**src/rtl/nic_ctl_pkg.sv**
```systemverilog
package nic_ctl_pkg;
   // register addresses
   localparam logic [2:0] A_CMD  = 3'd0;
   localparam logic [2:0] A_CFG  = 3'd1;
   localparam logic [2:0] A_MASK = 3'd2;
   localparam logic [2:0] A_STAT = 3'd3;
   localparam logic [2:0] A_TLO  = 3'd4;
   localparam logic [2:0] A_THI  = 3'd5;

   // command bit positions
   localparam int C_HALT   = 0;
   localparam int C_TX     = 1;
   localparam int C_RXOFF  = 2;
   localparam int C_RXON   = 3;
   localparam int C_TSTOP  = 4;
   localparam int C_TSTART = 5;
   localparam int C_RST    = 7;
   localparam int C_FETCH  = 8;
   localparam int C_CAM    = 9;

   // status bit positions
   localparam int S_BUFX  = 5;
   localparam int S_TMR   = 7;
   localparam int S_TXDN  = 9;
   localparam int S_CAMDN = 12;

   localparam logic [15:0] CMD_WMASK  = 16'h03BF;
   localparam logic [15:0] CMD_RSTVAL = 16'h0094;
   localparam logic [15:0] MASK_KEEP  = 16'h7FFF;
   localparam logic [15:0] STAT_EVT   = 16'h1EF0;
endpackage

```
**src/rtl/nic_ctl_cmd.sv**
```systemverilog
module nic_ctl_cmd
   import nic_ctl_pkg::*;
#(
   parameter int REG_W = 16
) (
   input  logic             clk,
   input  logic             rst_n,
   input  logic             cmd_wr,
   input  logic [REG_W-1:0] wdata,
   input  logic             tx_done,
   input  logic             cam_done,
   input  logic             fetch_req,
   output logic [REG_W-1:0] cmd_q,
   output logic             tx_go,
   output logic             cam_go,
   output logic             fetch_go
);
   logic [REG_W-1:0] nxt;
   logic             tx_n, cam_n, fetch_n;
   logic             leave_only;

   assign leave_only = cmd_q[C_RST] && !wdata[C_RST];

   always_comb begin
      nxt     = cmd_q;
      tx_n    = 1'b0;
      cam_n   = 1'b0;
      fetch_n = fetch_req;
      if (tx_done)  nxt[C_TX]  = 1'b0;
      if (cam_done) nxt[C_CAM] = 1'b0;
      if (cmd_wr) begin
         if (leave_only) begin
            nxt[C_RST] = 1'b0;
         end else begin
            nxt          = nxt | (wdata & CMD_WMASK);
            nxt[C_FETCH] = 1'b0;
            if (wdata[C_RXOFF])  nxt[C_RXON]   = 1'b0;
            if (wdata[C_RXON])   nxt[C_RXOFF]  = 1'b0;
            if (wdata[C_TSTOP])  nxt[C_TSTART] = 1'b0;
            if (wdata[C_TSTART]) nxt[C_TSTOP]  = 1'b0;
            if (wdata[C_RST]) begin
               nxt[C_CAM]   = 1'b0;
               nxt[C_TX]    = 1'b0;
               nxt[C_HALT]  = 1'b0;
               nxt[C_RST]   = 1'b1;
               nxt[C_RXOFF] = 1'b1;
            end else begin
               tx_n    = wdata[C_TX];
               cam_n   = wdata[C_CAM];
               fetch_n = fetch_req | wdata[C_FETCH];
            end
         end
      end
   end

   always_ff @(posedge clk or negedge rst_n) begin
      if (!rst_n) begin
         cmd_q    <= CMD_RSTVAL;
         tx_go    <= 1'b0;
         cam_go   <= 1'b0;
         fetch_go <= 1'b0;
      end else begin
         cmd_q    <= nxt;
         tx_go    <= tx_n;
         cam_go   <= cam_n;
         fetch_go <= fetch_n;
      end
   end
endmodule

```
**src/rtl/nic_ctl_irq.sv**
```systemverilog
module nic_ctl_irq
   import nic_ctl_pkg::*;
#(
   parameter int REG_W   = 16,
   parameter bit IRQ_REG = 1'b0
) (
   input  logic             clk,
   input  logic             rst_n,
   input  logic             mask_wr,
   input  logic             stat_wr,
   input  logic [REG_W-1:0] wdata,
   input  logic [REG_W-1:0] evt_set,
   input  logic             tmr_evt,
   output logic [REG_W-1:0] mask_q,
   output logic [REG_W-1:0] stat_q,
   output logic             irq,
   output logic             bufx_clr
);
   logic [REG_W-1:0] clr, tmr_bit, stat_n;
   logic             hit;

   assign clr      = stat_wr ? (wdata & stat_q) : '0;
   assign bufx_clr = clr[S_BUFX];
   always_comb begin
      tmr_bit        = '0;
      tmr_bit[S_TMR] = tmr_evt;
   end
   // an event in the same cycle as a clear keeps the bit set
   assign stat_n = (stat_q & ~clr) | (evt_set & STAT_EVT) | tmr_bit;
   assign hit    = |(mask_q & stat_q);

   always_ff @(posedge clk or negedge rst_n) begin
      if (!rst_n) begin
         mask_q <= '0;
         stat_q <= '0;
      end else begin
         if (mask_wr) mask_q <= wdata & MASK_KEEP;
         stat_q <= stat_n;
      end
   end

   generate
      if (IRQ_REG) begin : g_irq_ff
         logic irq_q;
         always_ff @(posedge clk or negedge rst_n) begin
            if (!rst_n) irq_q <= 1'b0;
            else        irq_q <= hit;
         end
         assign irq = irq_q;
      end else begin : g_irq_comb
         assign irq = hit;
      end
   endgenerate
endmodule

```
**src/rtl/nic_ctl_timer.sv**
```systemverilog
module nic_ctl_timer #(
   parameter int REG_W = 16
) (
   input  logic               clk,
   input  logic               rst_n,
   input  logic [1:0]         half_wr,
   input  logic [REG_W-1:0]   wdata,
   input  logic               tick_en,
   input  logic               run,
   output logic [2*REG_W-1:0] count_q,
   output logic               tmr_evt
);
   localparam int TMR_W = 2 * REG_W;
   localparam logic [TMR_W-1:0] ONE = TMR_W'(1);

   assign tmr_evt = tick_en && run && (half_wr == 2'b00) && (count_q == '0);

   always_ff @(posedge clk or negedge rst_n) begin
      if (!rst_n) begin
         count_q <= '0;
      end else if (|half_wr) begin
         for (int h = 0; h < 2; h++)
            if (half_wr[h]) count_q[h*REG_W +: REG_W] <= wdata;
      end else if (tick_en && run) begin
         count_q <= tmr_evt ? '1 : count_q - ONE;
      end
   end
endmodule

```
**src/rtl/nic_ctl_core.sv**
```systemverilog
module nic_ctl_core
   import nic_ctl_pkg::*;
#(
   parameter int          REG_W    = 16,
   parameter bit          IRQ_REG  = 1'b0,
   parameter logic [15:0] CFG_KEEP = 16'hBFFF
) (
   input  logic             clk,
   input  logic             rst_n,
   input  logic             wr_en,
   input  logic [2:0]       addr,
   input  logic [REG_W-1:0] wdata,
   output logic [REG_W-1:0] rdata,
   input  logic [REG_W-1:0] evt_set,
   input  logic             tick_en,
   output logic             irq,
   output logic             tx_go,
   output logic             fetch_go,
   output logic             cam_go,
   output logic             rx_on,
   output logic [REG_W-1:0] cfg_out
);
   localparam int TMR_W = 2 * REG_W;

   if (REG_W != 16) begin : g_bad_width
      $error("nic_ctl_core: REG_W must be 16");
   end

   logic [REG_W-1:0] cmd_q, mask_q, stat_q, cfg_q;
   logic [TMR_W-1:0] count_q;
   logic             bufx_clr, tmr_evt;
   logic [1:0]       half_wr;

   assign half_wr = {wr_en && addr == A_THI, wr_en && addr == A_TLO};

   nic_ctl_cmd #(.REG_W(REG_W)) u_cmd (
      .clk(clk), .rst_n(rst_n),
      .cmd_wr(wr_en && addr == A_CMD), .wdata(wdata),
      .tx_done(evt_set[S_TXDN]), .cam_done(evt_set[S_CAMDN]),
      .fetch_req(bufx_clr),
      .cmd_q(cmd_q), .tx_go(tx_go), .cam_go(cam_go), .fetch_go(fetch_go)
   );

   nic_ctl_irq #(.REG_W(REG_W), .IRQ_REG(IRQ_REG)) u_irq (
      .clk(clk), .rst_n(rst_n),
      .mask_wr(wr_en && addr == A_MASK), .stat_wr(wr_en && addr == A_STAT),
      .wdata(wdata), .evt_set(evt_set), .tmr_evt(tmr_evt),
      .mask_q(mask_q), .stat_q(stat_q), .irq(irq), .bufx_clr(bufx_clr)
   );

   nic_ctl_timer #(.REG_W(REG_W)) u_tmr (
      .clk(clk), .rst_n(rst_n), .half_wr(half_wr), .wdata(wdata),
      .tick_en(tick_en), .run(!cmd_q[C_TSTOP]),
      .count_q(count_q), .tmr_evt(tmr_evt)
   );

   always_ff @(posedge clk or negedge rst_n) begin
      if (!rst_n)                                    cfg_q <= '0;
      else if (wr_en && addr == A_CFG && cmd_q[C_RST]) cfg_q <= wdata & CFG_KEEP;
   end

   always_comb begin
      case (addr)
         A_CMD:   rdata = cmd_q;
         A_CFG:   rdata = cfg_q;
         A_MASK:  rdata = mask_q;
         A_STAT:  rdata = stat_q;
         A_TLO:   rdata = count_q[REG_W-1:0];
         A_THI:   rdata = count_q[TMR_W-1:REG_W];
         default: rdata = '0;
      endcase
   end

   assign rx_on   = cmd_q[C_RXON];
   assign cfg_out = cfg_q;
endmodule

```
**config.mk**
```make
export PLATFORM = sky130hd
export DESIGN_NAME = nic_ctl_core
export DESIGN_NICKNAME = d
export VERILOG_FILES = /design/src/rtl/nic_ctl_pkg.sv /design/src/rtl/nic_ctl_cmd.sv /design/src/rtl/nic_ctl_irq.sv /design/src/rtl/nic_ctl_timer.sv /design/src/rtl/nic_ctl_core.sv
export SDC_FILE = /design/constraint.sdc
export NUM_CORES = 1
export LEC_CHECK = 0
export ABC_AREA = 1
export BUFFER_PORTS_ARGS = -buffer_cell sky130_fd_sc_hd__buf_2
export CAP_MARGIN = 5
export CORE_MARGIN = 2
export CORE_UTILIZATION = 50
export DETAILED_ROUTE_END_ITERATION = 6
export PLACE_DENSITY_LB_ADDON = 0.05
export SYNTH_ARGS = -nofsm -noshare
export SYNTH_HDL_FRONTEND = slang
export SYNTH_HIERARCHICAL = 1
export SYNTH_SLANG_ARGS = --single-unit
export TNS_END_PERCENT = 1
```
**constraint.sdc**
```tcl
create_clock -name clk -period 1.9 [get_ports clk]
set_input_delay 0.19 -clock clk [delete_from_list [all_inputs] [get_ports clk]]
set_output_delay 0.19 -clock clk [all_outputs]
set_load 0.01 [all_outputs]
```
==> flow_metrics.py <==
metrics = {
    "detailed_routing": {
        "vias_per_cell": 5.35,
        "vias": 6071,
        "dr.pass1.iters": 5,
        "routedWlPerCell_um": 16.4,
        "drt_iter0_markers": 478,
        "routed_wl_um": 18600,
        "drt_drc_violations_left": 0,
        "ant_nets": 0,
    },
    "sta": {
        "max_slew_margin": 0.652,
        "fin_crit_sh": 0.993,
        "drv_slew": 0,
        "tns_ps": 0,
        "hold_ws_ps": 16.9,
        "max_freq_mhz": 530,
        "clock_skew_ps": 8.31,
        "worstMarginPinSlew_ps": 522,
        "rsz0062_at_grt": "no",
        "finalHoldViolations": 0,
        "finalWorstSetupSlack_ps": 12.6,
        "setup_violations": 0,
        "period_needed_ps": 1890,
    },
    "clocking": {
        "cts_tree": "built",
        "post-cts-setup-buffers": 0,
        "cts_buffers": 9,
        "cts_root_buf": "clkbuf_16",
        "cts.reportedPaths.clkPinSlew_ps": 70,
        "clock_latency_ps": 350,
        "htree_levels": 3,
        "cts_num_sinks": 89,
        "ctsLongestPathBuffers": 2,
    },
    "floorplanning": {
        "die_area_um2": 13200,
        "start_util": 0.513,
        "die_x_um": 115,
        "ios": 76,
        "rows": 40,
        "core_area_um2": 12000,
        "die_y_um": 115,
    },
    "synth": {
        "synth_commonest_cells": "236 x nand2_1, 175 x nor2_1, 104 x inv_1, 86 x dfrtp_1, 49 x nand4_1",
        "synthAdderAreaFrac": 0.00203,
        "synth-compound-area-share": 0.0859,
        "synth_edf_count": 0,
        "ys_types": 45,
        "synthMuxAreaShare": 0.0335,
        "yosysMostFrequentCell": "nand2_1",
        "synthTopCellsByArea": "dfrtp_1 35%, nand2_1 14%, nor2_1 11%",
        "synth_top_family_by_area": "simple AND/OR/NAND/NOR gates",
        "synth_warnings": 6,
        "synth_seq_cells": 89,
        "synth_top_cell_area_share": 0.349,
        "synth.avg_cell_area_um2": 6.85,
        "synth-xor-area-share": 0.00995,
        "ys_seq_area_frac": 0.362,
        "synth_top_cell_by_area": "dfrtp_1",
        "async_reset_ff_frac": 1.00,
        "synthSimpleGateAreaFrac": 0.380,
        "synth_area_um2": 6160,
        "synth_cells": 899,
        "synth-main-ff-cell": "dfrtp_1",
    },
    "setup_path": {
        "crit_path_start": "u_tmr/count_q[1]",
        "crit_path_start_kind": "flop",
        "timing_worst_setup_path_type": "reg -> reg",
        "crit_fanout": 4,
        "cp.arrival_ps": 2170,
        "worstPathRequired_ps": 2180,
        "crit_path_end_kind": "flop",
        "r2r_cells": 10,
        "reg2reg_from": "u_tmr/count_q[1]",
    },
    "hold_path": {
        "worstHoldPathType": "in -> reg",
        "hold_depth": 2,
        "hp-start": "evt_set[11]",
    },
    "finish": {
        "final-instance-count-excl-fill": 1134,
        "nets": 1022,
        "drive_gt1_frac": 0.177,
        "fill_cells": 1187,
        "utilization": 0.589,
        "diodes": 0,
        "syn2layout_area_growth_pct": 14.8,
    },
    "power": {
        "sw_frac_of_total": 0.397,
        "power.density_nw_per_um2": 1030,
        "p_comb_frac": 0.355,
        "p_leak_nw": 3.63,
        "p_clk_frac": 0.232,
        "switching_power_w": 0.00290,
        "max-vdd-ir-drop_mv": 0.937,
        "p_int_w": 0.00439,
        "power.share.sequential": 0.413,
    },
    "job": {
        "cap_violations": 0,
    },
    "placed_design": {
        "place_ws_ps": 60.2,
        "dp_hpwl_um": 14100,
        "port_buffers": 66,
        "dp_cells": 1117,
        "place.gp.congestion": 0.978,
    },
    "global_routing": {
        "antenna_found_initial": 0,
        "overflow": 0,
        "grt_pass1_vias": 5712,
        "grt_max_degree": 35,
        "grt_pass1_wl_um": 30200,
        "track_usage": 0.296,
    },
    "outcome": {
        "status": "completed",
    },
}
## metal layers
layer  up-vias  track usage  share of wire
met1      2851        0.428           0.48
met5         -            0              0
met4         0       0.0948          0.019
met3        26       0.0295          0.052
met2       191        0.468           0.45
li1       3003            -              -
## power groups by stage
stage / Combinational, W / Clock, W / Sequential (W)
6_report: 0.00259 / 0.00169 / 0.00301
5_1_grt: 0.00291 / 0.00179 / 0.00309
4_1_cts: 0.00257 / 0.00171 / 0.00300
3_5_place_dp: 0.00256 / 0 / 0.00303
3_3_place_gp: 0.00250 / 0 / 0.00302
2_1_floorplan: 0.00158 / 0 / 0.00293
## critical path, stage by stage, from the launching register on
cell	delay, ps
dfrtp_1	420
inv_1	70
ha_1	210
nand2_4	100
nor2_8	140
nand2_1	100
nor2_1	150
nand2_1	130
nor4_1	230
buf_4	180
a211o_1	100
## sequential cells by signal, indices dropped and copies added (netlist names)
register and cells:
cfg_out 15, u_cmd/cam_go 1, u_cmd/tx_go 1, u_cmd/fetch_go 1
u_cmd/cmd_q 8, u_irq/stat_q 16, u_tmr/count_q 32, u_irq/mask_q 15
## area by class of cell
cell class | count | area, µm² | area share
Multi-Input combinational cell | 659 | 3200 | 0.453
Timing Repair Buffer | 117 | 781 | 0.110
Sequential cell | 89 | 2230 | 0.315
Tap cell | 147 | 184 | 0.0260
Clock inverter | 6 | 43.8 | 0.00619
Clock buffer | 10 | 229 | 0.0324
Inverter | 106 | 400 | 0.0566
## what timing repair did
item	CTS	global route
gates resized for setup	0	2
endpoints found under the hold margin	30	0
hold buffers	1	0
setup endpoints to repair	0	6
## worst paths after layout
check / endpoint / slack, ps
worst max-delay path: u_irq/stat_q[7] / 10
worst min-delay path: u_irq/stat_q[11] / 20
worst max register to register: u_irq/stat_q[7] / 10
worst min register to register: u_cmd/cmd_q[2] / 470
max in group asynchronous: u_cmd/cmd_q[2] / 940
min in group asynchronous: u_tmr/count_q[29] / 360
## cell families after synthesis
group | after synthesis
multiplexers | 15
AND/OR/NAND/NOR | 535
XOR/XNOR | 7
buffers and inverters | 158
AO/OA/AOI/OAI | 91
flip-flops | 89
other | 3
adder cells (fa/ha/maj) | 1
## cell usage in the layout, fill, tap and decap left out, types with 3 or more instances in the layout
cell / instances
a21o_1: 7
buf_2: 65
o21bai_1: 3
a21oi_1: 25
mux2_2: 5
nor2_4: 4
nand3_1: 47
nand2_4: 3
clkbuf_16: 9
xnor2_1: 3
mux2_4: 10
inv_1: 104
o21ai_1: 17
dfrtp_1: 86
buf_4: 46
o21ai_0: 17
nand4_1: 49
conb_1: 10
dfstp_2: 3
a21boi_0: 10
buf_12: 5
xor2_1: 4
nor2_1: 173
nand2_1: 236
a31oi_1: 8
nand3b_1: 3
nor2_2: 4
nand2_2: 3
## through the flow
step	total power [W]	area (µm²)
after floorplan	0.00451	6190
after global placement	0.00552	6780
after detailed placement	0.00559	6780
after CTS	0.00728	7070
after global routing	0.00779	7070
final	0.00729	7070
(Power assumes the default switching activity.)
